$ cat config.mk
export PLATFORM = sky130hd
export DESIGN_NAME = bootctl_guard
export DESIGN_NICKNAME = d
export VERILOG_FILES = /design/src/rtl/bootctl_pkg.sv /design/src/rtl/bootctl_unlock_fsm.sv /design/src/rtl/bootctl_ctrl_reg.sv /design/src/rtl/bootctl_guard.sv
export SDC_FILE = /design/constraint.sdc
export NUM_CORES = 1
export LEC_CHECK = 0
export ABC_CLOCK_PERIOD_IN_PS = 2990
export BUFFER_PORTS_ARGS = -buffer_cell sky130_fd_sc_hd__buf_2
export CAP_MARGIN = 20
export CORE_AREA = 2 2 40 42
export DETAILED_ROUTE_END_ITERATION = 6
export DIE_AREA = 0 0 42 44
export PLACE_DENSITY = 0.71
export SLEW_MARGIN = 20
export SYNTH_ARGS = -nofsm -noshare
export SYNTH_HDL_FRONTEND = slang
export SYNTH_SLANG_ARGS = --single-unit
export TNS_END_PERCENT = 10
$ cat constraint.sdc
create_clock -name clk -period 2.99 [get_ports clk]
set_input_delay 0.1495 -clock clk [delete_from_list [all_inputs] [get_ports clk]]
set_output_delay 0.1495 -clock clk [all_outputs]
set_load 0.005 [all_outputs]
$ cat src/rtl/bootctl_pkg.sv
package bootctl_pkg;

    localparam int REG_W = 8;

    // Control-register bit positions (software-visible layout)
    localparam int BIT_PROG   = 0;
    localparam int BIT_BANK   = 1;
    localparam int BIT_AUXRAM = 4;
    localparam int BIT_SWRST  = 7;

    typedef enum logic [1:0] {
        KEY_LOCKED = 2'd0,
        KEY_HALF   = 2'd1,
        KEY_OPEN   = 2'd2
    } key_state_e;

endpackage

$ cat src/rtl/bootctl_unlock_fsm.sv
module bootctl_unlock_fsm
    import bootctl_pkg::*;
#(
    parameter logic [REG_W-1:0] KEY_FIRST  = 8'h87,
    parameter logic [REG_W-1:0] KEY_SECOND = 8'h59
) (
    input  logic             clk,
    input  logic             rst_n,
    input  logic             clr,
    input  logic             key_wr,
    input  logic [REG_W-1:0] key_data,
    output logic             writable
);

    key_state_e state_q, state_d;

    // State register
    always_ff @(posedge clk or negedge rst_n) begin
        if (!rst_n) begin
            state_q <= KEY_LOCKED;
        end else if (clr) begin
            state_q <= KEY_LOCKED;
        end else begin
            state_q <= state_d;
        end
    end

    // Next-state logic
    always_comb begin
        state_d = state_q;
        if (key_wr) begin
            unique case (state_q)
                KEY_LOCKED: state_d = (key_data == KEY_FIRST) ? KEY_HALF : KEY_LOCKED;
                KEY_HALF: begin
                    if (key_data == KEY_SECOND)     state_d = KEY_OPEN;
                    else if (key_data == KEY_FIRST) state_d = KEY_HALF;
                    else                            state_d = KEY_LOCKED;
                end
                KEY_OPEN: begin
                    if (key_data == KEY_SECOND)     state_d = KEY_OPEN;
                    else if (key_data == KEY_FIRST) state_d = KEY_HALF;
                    else                            state_d = KEY_LOCKED;
                end
                default: state_d = KEY_LOCKED;
            endcase
        end
    end

    // Output logic
    always_comb begin
        writable = (state_q == KEY_OPEN);
    end

endmodule

$ cat src/rtl/bootctl_ctrl_reg.sv
module bootctl_ctrl_reg
    import bootctl_pkg::*;
(
    input  logic             clk,
    input  logic             rst_n,
    input  logic             wr_ok,
    input  logic [REG_W-1:0] wdata,
    input  logic             strap_loader,
    output logic             prog_en,
    output logic             bank_sel,
    output logic             aux_ram_en,
    output logic             swrst_req,
    output logic             loader_booted
);

    logic boot_sample_q;
    logic trigger;
    logic unused_wdata_bits;

    assign trigger = wr_ok && wdata[BIT_PROG] && wdata[BIT_BANK] && wdata[BIT_SWRST];
    assign unused_wdata_bits = ^{wdata[6:5], wdata[3:2]};

    always_ff @(posedge clk or negedge rst_n) begin
        if (!rst_n) begin
            prog_en       <= 1'b0;
            bank_sel      <= 1'b0;
            aux_ram_en    <= 1'b0;
            swrst_req     <= 1'b0;
            loader_booted <= 1'b0;
            boot_sample_q <= 1'b1;
        end else begin
            boot_sample_q <= 1'b0;
            if (boot_sample_q) begin
                loader_booted <= strap_loader;
            end
            if (swrst_req) begin
                prog_en       <= 1'b0;
                bank_sel      <= 1'b0;
                aux_ram_en    <= 1'b0;
                swrst_req     <= 1'b0;
                loader_booted <= 1'b0;
            end else if (trigger) begin
                swrst_req <= 1'b1;
            end else if (wr_ok) begin
                prog_en    <= wdata[BIT_PROG];
                bank_sel   <= wdata[BIT_BANK];
                aux_ram_en <= wdata[BIT_AUXRAM];
            end
        end
    end

endmodule

$ cat src/rtl/bootctl_guard.sv
module bootctl_guard
    import bootctl_pkg::*;
#(
    parameter int                ADDR_W     = 8,
    parameter logic [ADDR_W-1:0] KEY_ADDR   = 8'hF6,
    parameter logic [ADDR_W-1:0] CTRL_ADDR  = 8'hBF,
    parameter logic [REG_W-1:0]  KEY_FIRST  = 8'h87,
    parameter logic [REG_W-1:0]  KEY_SECOND = 8'h59
) (
    input  logic              clk,
    input  logic              rst_n,
    input  logic              bus_wr,
    input  logic [ADDR_W-1:0] bus_addr,
    input  logic [REG_W-1:0]  bus_wdata,
    output logic [REG_W-1:0]  bus_rdata,
    input  logic              strap_loader,
    output logic              ctrl_writable,
    output logic              prog_en,
    output logic              bank_sel,
    output logic              aux_ram_en,
    output logic              swrst_req,
    output logic              loader_booted
);

    logic key_wr;
    logic ctrl_wr_ok;

    assign key_wr     = bus_wr && (bus_addr == KEY_ADDR);
    assign ctrl_wr_ok = bus_wr && (bus_addr == CTRL_ADDR) && ctrl_writable;

    bootctl_unlock_fsm #(
        .KEY_FIRST  (KEY_FIRST),
        .KEY_SECOND (KEY_SECOND)
    ) fsm_i (
        .clk      (clk),
        .rst_n    (rst_n),
        .clr      (swrst_req),
        .key_wr   (key_wr),
        .key_data (bus_wdata),
        .writable (ctrl_writable)
    );

    bootctl_ctrl_reg reg_i (
        .clk           (clk),
        .rst_n         (rst_n),
        .wr_ok         (ctrl_wr_ok),
        .wdata         (bus_wdata),
        .strap_loader  (strap_loader),
        .prog_en       (prog_en),
        .bank_sel      (bank_sel),
        .aux_ram_en    (aux_ram_en),
        .swrst_req     (swrst_req),
        .loader_booted (loader_booted)
    );

    // Read-back mux
    always_comb begin
        bus_rdata = '0;
        if (bus_addr == CTRL_ADDR) begin
            bus_rdata[BIT_PROG]   = prog_en;
            bus_rdata[BIT_BANK]   = bank_sel;
            bus_rdata[BIT_AUXRAM] = aux_ram_en;
            bus_rdata[BIT_SWRST]  = loader_booted || swrst_req;
        end
    end

endmodule

Word-level counts from Yosys, hierarchy flattened
Index checks and enable logic that the tools add are counted.
{"block": "totals", "inputBits": 20, "output_inout_bits": 14, "reg_bits": 8, "word_cells": 48}
{"block": "op_classes", "eq_ne": 7, "n_reduce_logical": 13, "mux": 21}
{"operator": "$eq A8 B8 Y1 const B", "n": 3}
{"operator": "$mux W1", "n": 16}
{"operator": "$eq A8 B7 Y1 const B", "n": 1}
{"operator": "$mux W2", "n": 4}
{"operator": "$logic_and A1 B1 Y1", "n": 6}
{"operator": "$reduce_bool A2 Y1", "n": 3}
{"operator": "$pmux W2 S2", "n": 1}
{"operator": "$eq A2 B1 Y1 const B", "n": 1}
{"operator": "$eq A2 B2 Y1 const B", "n": 1}
{"operator": "$logic_not A2 Y1", "n": 1}
{"operator": "$ne A2 B1 Y1 const B", "n": 1}
{"operator": "$reduce_and A2 Y1", "n": 1}
{"operator": "$reduce_or A2 Y1", "n": 1}
{"operator": "$logic_or A1 B1 Y1", "n": 1}

Depth between registers and ports, before layout
Gate-level depths: netlist of the first run.
{"block": "logic_depth", "depth_word": 8, "ltp_mapped": 6, "ltp_nobuf": 6}

By module
Synthesis of the first run repeated with hierarchy kept, for this count alone.
{"block": "hier_totals", "hier_cells": 60, "area_unflattened_um2": 580.6}
{"mod": "bootctl_ctrl_reg", "n_inst": 1, "cells_each": 22, "seq_area_each_um2": 151.4, "area_each_um2": 251.5}
{"mod": "bootctl_unlock_fsm", "n_inst": 1, "cells_each": 17, "seq_area_each_um2": 50.0, "area_each_um2": 190.2}
{"mod": "bootctl_guard", "n_inst": 1, "cells_each": 21, "seq_area_each_um2": 0.0, "area_each_um2": 138.9}

Least setup slack after synthesis of the first run
Ideal clock, no wire load.
{"block": "synth_timing", "path_type": "register to register", "startpoint": "register fsm_i.state_q[0]", "endpoint": "register reg_i.bank_sel", "setup_ns": 0.123, "path_buffers": 0, "synth_period_minus_slack_ns": 1.555, "arrival_ns": 1.433, "setup_slack_ns": 1.435, "t_required_ns": 2.867, "path_stages_with_launch": 6, "path_cell_list": "dfrtp_1 inv_1 ha_1 nand4b_1 or3_2 o221a_2"}
{"block": "synth_between", "elab_chain_cells": 7, "elab_cells_between_ends": 8, "cone_classes": "eq/ne (2); reduce/logical (6)"}
{"item": "start, declared", "line": "bootctl_unlock_fsm.sv:15", "rtl": "key_state_e state_q, state_d;"}
{"item": "start signal, assigned", "line": "bootctl_unlock_fsm.sv:24", "rtl": "state_q <= state_d;"}
{"item": "$eq A2 B2 Y1 *", "line": "bootctl_unlock_fsm.sv:51", "rtl": "writable = (state_q == KEY_OPEN);"}
{"item": "net ctrl_writable", "line": "bootctl_guard.sv:17", "rtl": "output logic ctrl_writable,"}
{"item": "$logic_and A1 B1 Y1 *", "line": "bootctl_guard.sv:29", "rtl": "assign ctrl_wr_ok = bus_wr && (bus_addr == CTRL_ADDR) && ctrl_writable;"}
{"item": "$logic_and A1 B1 Y1 (3 in series)", "line": "bootctl_ctrl_reg.sv:20", "rtl": "assign trigger = wr_ok && wdata[BIT_PROG] && wdata[BIT_BANK] && wdata[BIT_SWRST];"}
{"item": "$ne A2 B1 Y1 (no line)"}
{"item": "$reduce_and A2 Y1 (no line) *"}
{"item": "end signal, assigned", "line": "bootctl_ctrl_reg.sv:46", "rtl": "bank_sel <= wdata[BIT_BANK];"}
{"item": "end, declared", "line": "bootctl_ctrl_reg.sv:10", "rtl": "output logic bank_sel,"}
Mark *: on every way through the listed nets, which the timed path passes. The rest lies on a longest branch.
A chain may end at the register's enable or synchronous reset.

Worst setup path after layout of the first run
{"block": "layout_timing", "startpoint": "register fsm_i.state_q[0]", "endpoint": "register reg_i.aux_ram_en"}
{"block": "layout_between", "elab_chain_cells": 7, "elab_cells_between_ends": 8, "cone_classes": "eq/ne (2); reduce/logical (6)"}
{"item": "$eq A2 B2 Y1 *", "line": "bootctl_unlock_fsm.sv:51"}
{"item": "$logic_and A1 B1 Y1 *", "line": "bootctl_guard.sv:29"}
{"item": "$logic_and A1 B1 Y1 (3 in series)", "line": "bootctl_ctrl_reg.sv:20"}
{"item": "$ne A2 B1 Y1 (no line)"}
{"item": "$reduce_and A2 Y1 (no line) *"}
{"item": "end signal, assigned", "line": "bootctl_ctrl_reg.sv:47", "rtl": "aux_ram_en <= wdata[BIT_AUXRAM];"}
{"item": "end, declared", "line": "bootctl_ctrl_reg.sv:11", "rtl": "output logic aux_ram_en,"}
Mark *: on every way between the ends. The rest lies on a longest branch, timed or not.

==> impl_results.md, run 1 <==
- Status: finished clean
- Power per cell area: between 300 and 400 mW/mm^2
- Fraction of layout cells with a size suffix above 1: 0.411
- Pwr Total: approximately 250 uW
- Pre-antenna DRT Iters: 1
- Register area share after synthesis: 0.378
- Largest net degree at the start of global routing: 10
- #FFs+latches synth: 8
- CTS sink count: 8
- Num CTS Buffers: 3
- Reg2Reg Setup Slack: 1.31 ns
- Core Region: 0.00142 sq mm
- Hold Path Class: input pin to flop
- Element type at the critical path end: flop
- Period utilization: 0.561
- CP startpoint: fsm_i.state_q[0]$_DFFE_PN0P_
- Clock-pin slew on the worst setup and hold paths: 0.06 ns
- Non-Filler Instances: 106
- Die Area: 0.00185 sq mm
- Req. time, crit path: 3.12 ns
- Reg power frac: 0.474
- Post-route cell area: 714 sq um
- N_diodes: 0
- Hold Fails Final Rpt: 0
- Num rows: 14
- Number of DRC markers in iteration 0: 0
- Maximum fanout along the worst path: 3
- Slew Limit Fails: 0
- GRT Total Usage: 0.148
- Input/output buffers: 29
- Tmin final: ~1.7 ns
- Routed wire length: 1250 um
- Critical path arrival: 1.80 ns
- Area growth from synthesis to layout: 34.0%
- First-pass GRT wire length: 2010 um
- Crit path launch type: flop
- Worst-Margin Slew: 0.623 ns
- Sw frac: 0.249
- Initial antenna violation count: 0
- RR Startpoint: fsm_i.state_q[0]$_DFFE_PN0P_
- Clock power frac: 0.353
- Dpl cell area: 678 sq um
- Worst clock skew: 0.00322 ns
- Post-synthesis average cell area: 9.35 sq um
- Grt ovf: 0
- Crit path to: reg_i.aux_ram_en$_DFFE_PN0P_
- Maxcap violations: 0
- Top Ports: 34
- Clock tree root buffer cell: clkbuf_4
- GPL Wtd Cong: 0.770
- Post-CTS Setup Bufs: 0
- Number of global-route vias before repair: just under 500
- RSZ-0062 raised after global routing: false
- FF-to-FF End: reg_i.aux_ram_en$_DFFE_PN0P_
- Static Leak: 0.000363 uW
- Routed Antenna Nets: 0
- Net Switching: 62.5 uW
- VDD IR max: 0.200 mV
- Chip height: 44 um
- Final #Nets: 114
- Mapped Cells: 57
- Yosys warns: 0
- Internal power: 188 uW
- CP Class: flop to flop
- Placed cells: just over 100
- Die width: 42 um
- Worst slew margin: 0.579
- DP HPWL: 1030 um
- Fmax achieved: 596 MHz
- DRC viols: 0
- Yosys cell types: 27
- Drt via density: 4.92
- Starting Density: 0.376
- Fin util: 0.504
- CTS tree: done
- Worst R2R Path Depth: 6
- Syn Std Cell Area: 533 sq um
- Setup TNS: 0 ns
- Worst skew pair latency: 0.25 ns
- Setup Viol. Count Final: 0
- Htree depth: 1
- Wirelength per Cell: around 12 um
- Vias: 522
- Combinational share of power: 0.174
- CTS max path bufs: 2
-- state kept, by name, summed over array words and instances, names as in the netlist --
| register | cells |
|---|---|
| reg_i.boot_sample_q | 1 |
| reg_i.prog_en | 1 |
| reg_i.bank_sel | 1 |
| fsm_i.state_q | 2 |
| reg_i.swrst_req | 1 |
| reg_i.aux_ram_en | 1 |
| reg_i.loader_booted | 1 |
-- kinds of logic after synthesis --
family | Yosys count | share of synthesized area
AO/OA/AOI/OAI | 6 | 0.0751
adder cells (fa/ha/maj) | 3 | 0.0704
buffers and inverters | 8 | 0.0868
flip-flops | 8 | 0.378
multiplexers | 3 | 0.0587
other | 1 | 0.00704
AND/OR/NAND/NOR | 28 | 0.324
-- critical path, stage by stage, from the launching register on --
cell and delay [ns]:
dfrtp_1 0.39, inv_1 0.09, ha_1 0.18, nand4b_1 0.12, nor4b_1 0.45, mux2i_1 0.26
nor2_1 0.05
-- through the flow --
step / worst slack [ns] / hold WS [ns]
final: 1.31 / 0.155
after global routing: 1.08 / 0.213
after CTS: 1.31 / 0.157
after detailed placement: 1.33 / 0.00106
after global placement: 1.34 / 0.000672
after floorplan: 1.43 / -0.146
-- cell usage in the layout, fill, tap and decap left out, types with 2 or more instances in the layout --
cell type / n
inv_1: 3
mux2i_1: 2
nor4b_1: 3
nor4bb_1: 2
nand3_1: 3
ha_1: 3
clkbuf_4: 3
a21oi_1: 2
dfrtp_1: 7
and2_1: 3
nor2_1: 5
buf_2: 29
nand2_1: 4
nand4_1: 2
conb_1: 5
-- synthesized netlist by cell type, drive strengths merged --
cell type / count / area share
a21oi: 2 / 0.019
and2: 3 / 0.035
buf: 5 / 0.066
conb: 1 / 0.0070
dfrtp: 7 / 0.33
dfstp: 1 / 0.049
ha: 3 / 0.070
inv: 3 / 0.021
mux2: 1 / 0.021
mux2i: 2 / 0.038
nand2: 4 / 0.028
nand2b: 1 / 0.012
nand3: 3 / 0.028
nand4: 2 / 0.023
nand4b: 1 / 0.016
nor2: 5 / 0.035
nor3: 1 / 0.0094
nor4b: 3 / 0.049
nor4bb: 2 / 0.038
o21a: 1 / 0.014
o21ai: 1 / 0.0094
o221a: 1 / 0.021
o22ai: 1 / 0.012
or3: 1 / 0.014
or4: 2 / 0.035
-- area by class of cell --
cell class	count	area, sq um
fill	139	704
multi-input combinational	45	300
sequential	8	201
timing repair buffer	30	155
clock buffer	4	26.3
tap	16	20.0
inverter	3	11.3
-- timing repair --
action / CTS / global route
resized for setup: 0 / 0
endpoints found under the hold margin: 8 / 0
hold buffers: 1 / 0
-- power by group through the flow --
stage	sequential [uW]	clock, uW	combinational, uW
after floorplan	121	0	20.2
after global placement	120	0	41.8
after detailed placement	121	0	42.7
after CTS	119	91.2	44.1
after global routing	120	97.8	49.7
final	119	88.4	43.6
-- routing by layer --
layer / routed length [um] / up-vias / GRT usage
met3: 73 / 0 / 0.0250
met1: 514 / 244 / 0.171
met5: 0 / - / 0
met2: 661 / 16 / 0.263
li1: - / 262 / -
met4: 0 / 0 / 0.0774
-- how the worst min path moves through the flow --
stage	from	to	slack, ns	cells past startpoint
detailed placement	rst_n	reg_i.prog_en$_DFFE_PN0P_	0.001	1
global route	strap_loader	reg_i.loader_booted$_DFFE_PN0P_	0.21	3
global placement	rst_n	reg_i.prog_en$_DFFE_PN0P_	0.0007	1
CTS	strap_loader	reg_i.loader_booted$_DFFE_PN0P_	0.16	3
floorplan	rst_n	fsm_i.state_q[0]$_DFFE_PN0P_	-0.15	0
finish	strap_loader	reg_i.loader_booted$_DFFE_PN0P_	0.15	3
Note: power is estimated with default switching activity, not from simulation.
==> inputs of run 2 (changes only) <==
--- a/config.mk
+++ b/config.mk
@@ -5,13 +5,13 @@
 export SDC_FILE = /design/constraint.sdc
 export NUM_CORES = 1
 export LEC_CHECK = 0
-export ABC_CLOCK_PERIOD_IN_PS = 2990
+export ABC_CLOCK_PERIOD_IN_PS = 1350
 export BUFFER_PORTS_ARGS = -buffer_cell sky130_fd_sc_hd__buf_2
 export CAP_MARGIN = 20
-export CORE_AREA = 2 2 40 42
+export CORE_AREA = 2 2 42 44
 export DETAILED_ROUTE_END_ITERATION = 6
-export DIE_AREA = 0 0 42 44
-export PLACE_DENSITY = 0.71
+export DIE_AREA = 0 0 44 46
+export PLACE_DENSITY = 0.67
 export SLEW_MARGIN = 20
 export SYNTH_ARGS = -nofsm -noshare
 export SYNTH_HDL_FRONTEND = slang
==> constraint.sdc (replaced) <==
create_clock -name clk -period 1.35 [get_ports clk]
set_input_delay 0.0675 -clock clk [delete_from_list [all_inputs] [get_ports clk]]
set_output_delay 0.0675 -clock clk [all_outputs]
set_load 0.005 [all_outputs]
==> impl_results.md, run 2 (same netlist as run 1, synthesis figures left out) <==
- Drt via density: 4.85 (-1.6%)
- RSZ-0062 raised after global routing: true
- VDD IR max: 0.602 mV (+200%)
- Starting Density: 0.330 (-0.0454)
- Worst clock skew: 0.0137 ns (+0.0105 ns)
- DP HPWL: 1100 um (+7.2%)
- Reg2Reg Setup Slack: -0.27 ns (-1.58 ns)
- Fin util: 0.536 (+0.0329)
- CP Class: flop to flop
- Hold Slack: 0.0794 ns (-0.0752 ns)
- Area growth from synthesis to layout: 62.4%
- Commonest non-fill, non-tap cells in the layout: 29 x buf_2, 11 x buf_4, 7 x dfrtp_1
- Maximum fanout along the worst path: 4 (+1)
- Biggest register: fsm_i.state_q
- Number of DRC markers in iteration 0: 5 (+5)
- Final #Nets: 125 (+9.6%)
- CTS sink count: 8 (unchanged)
- Chip height: 46 um (+4.5%)
- Die width: 44 um (+4.8%)
- Hold path cells: 3 (unchanged)
- Status: complete, but fails checks
- Req. time, crit path: 1.50 ns (-1.62 ns)
- N_diodes: 0 (unchanged)
- GPL Wtd Cong: 0.764 (-0.83%)
- GRT Total Usage: 0.138 (-0.00963)
- Non-Filler Instances: 118 (+11%)
- Wirelength per Cell: 11.3 um (-4.2%)
- Largest net degree at the start of global routing: 9 (-1)
- Post-CTS Setup Bufs: 0 (unchanged)
- Place WS: -0.223 ns (-1.55 ns)
- Slew Limit Fails: 0 (unchanged)
- Commonest non-fill, non-tap cell in the layout: buf_2
- Pwr Total: 586 uW (+130%)
- Placed cells: 113 (+12%)
- CTS max path bufs: 2 (unchanged)
- Num rows: 15 (+1)
- Fmax achieved: 618 MHz (+3.7%)
- Element type at the critical path end: flop
- Setup Viol. Count Final: 5 (+5)
- Clock-pin slew on the worst setup and hold paths: 0.06 ns (about the same)
- Final WS setup: -0.268 ns (-1.58 ns)
- Power per cell area: 677 mW/mm^2 (+93%)
- Clock tree root buffer cell: clkbuf_4
- Period utilization: 1.20 (+0.637)
- DRC viols: 0 (unchanged)
- Maxcap violations: 0 (unchanged)
- Fraction of layout cells with a size suffix above 1: 0.545 (+0.133)
- Vias: 572 (+9.6%)
- Number of global-route vias before repair: 537 (+8.9%)
- Num CTS Buffers: 3 (unchanged)
- RR Startpoint: fsm_i.state_q[0]$_DFFE_PN0P_
- First-pass GRT wire length: 2030 um (+0.70%)
- Hold Fails Final Rpt: 0 (unchanged)
- Static Leak: 0.000431 uW (+19%)
- CTS tree: done
- Top Ports: 34 (unchanged)
- Htree depth: 1 (unchanged)
- Core Region: 0.00161 sq mm (+14%)
- Pre-antenna DRT Iters: 2 (+1)
- Fillers: 153 (+10%)
- FF-to-FF End: reg_i.bank_sel$_DFFE_PN0P_
- Tmin final: 1.62 ns (-0.0605 ns)
- Max reg flops: 2 (unchanged)
- Routed wire length: 1330 um (+6.6%)
- Input/output buffers: 29 (unchanged)
- Grt ovf: 0 (unchanged)
- Worst skew pair latency: 0.26 ns (about the same)
- Worst R2R Path Depth: 5 (-1)
- Routed Antenna Nets: 0 (unchanged)
- Failing checks: setup timing
- Crit path launch type: flop
- Hold endpoint: reg_i.loader_booted$_DFFE_PN0P_
- HP Start: strap_loader
- Die Area: 0.00202 sq mm (+9.5%)
- Initial antenna violation count: 0 (unchanged)
- Critical path arrival: 1.77 ns (-0.03 ns)
- Hold Path Class: input pin to flop
[run 2: changes by cell type in the layout (fill, tap and decap cells not counted), sizes merged]
cell  change
buf      +11
[run 2: repair_timing]
| item | in CTS | in global routing |
|---|---|---|
| setup endpoints to repair | 6 | 5 |
| hold buffers | 1 | 0 |
| pin swaps | 0 | 4 |
| gates resized for setup | 4 | 5 |
| endpoints found under the hold margin | 8 | 0 |
[run 2: cell type report]
type / count / area (sq um) / area share
multi-input cells: 45 / 368 / 0.425
repair buffers: 41 / 238 / 0.275
flip-flops and latches: 8 / 201 / 0.233
clock buffers: 4 / 26.3 / 0.0303
well taps: 17 / 21.3 / 0.0246
inverters: 3 / 11.3 / 0.0130
[run 2: worst max-delay path by stage]
stage,from,end,cells after the start
after CTS,fsm_i.state_q[0]$_DFFE_PN0P_,reg_i.aux_ram_en$_DFFE_PN0P_,6
after detailed placement,fsm_i.state_q[0]$_DFFE_PN0P_,reg_i.aux_ram_en$_DFFE_PN0P_,6
after global placement,fsm_i.state_q[0]$_DFFE_PN0P_,reg_i.aux_ram_en$_DFFE_PN0P_,6
after floorplan,fsm_i.state_q[0]$_DFFE_PN0P_,reg_i.bank_sel$_DFFE_PN0P_,5
final,fsm_i.state_q[0]$_DFFE_PN0P_,reg_i.bank_sel$_DFFE_PN0P_,5
after global routing,fsm_i.state_q[0]$_DFFE_PN0P_,reg_i.bank_sel$_DFFE_PN0P_,6
[run 2: through the flow]
| stage | cell area (sq um) | setup TNS (ns) |
|---|---|---|
| 6_report | 866 | -0.965 |
| 5_1_grt | 866 | -1.31 |
| 4_1_cts | 832 | -0.852 |
| 3_5_place_dp | 772 | -0.851 |
| 3_3_place_gp | 772 | -0.661 |
| 2_1_floorplan | 558 | -0.293 |
[run 2: where the power goes]
group | leakage (uW) | internal, uW | total [uW] | switching, uW
combinational | 0.000315 | 71.4 | 129 | 57.4
sequential | 0.000101 | 254 | 263 | 8.58
clock | 0.0000150 | 113 | 195 | 81.7
total | 0.000431 | 439 | 586 | 148
[run 2: per-layer routing]
layer | vias up | track usage | routed length, um
met5 | - | 0 | 0
met4 | 0 | 0.0182 | 0
met3 | 0 | 0.0595 | 42
met2 | 11 | 0.271 | 794
met1 | 275 | 0.137 | 495
li1 | 286 | - | -
[run 2: critical path: stages (launching register included)]
cell      delay (ns)
dfrtp_1         0.41
inv_2           0.09
ha_4            0.12
nand4b_1        0.18
or3_4           0.45
o221a_4         0.26
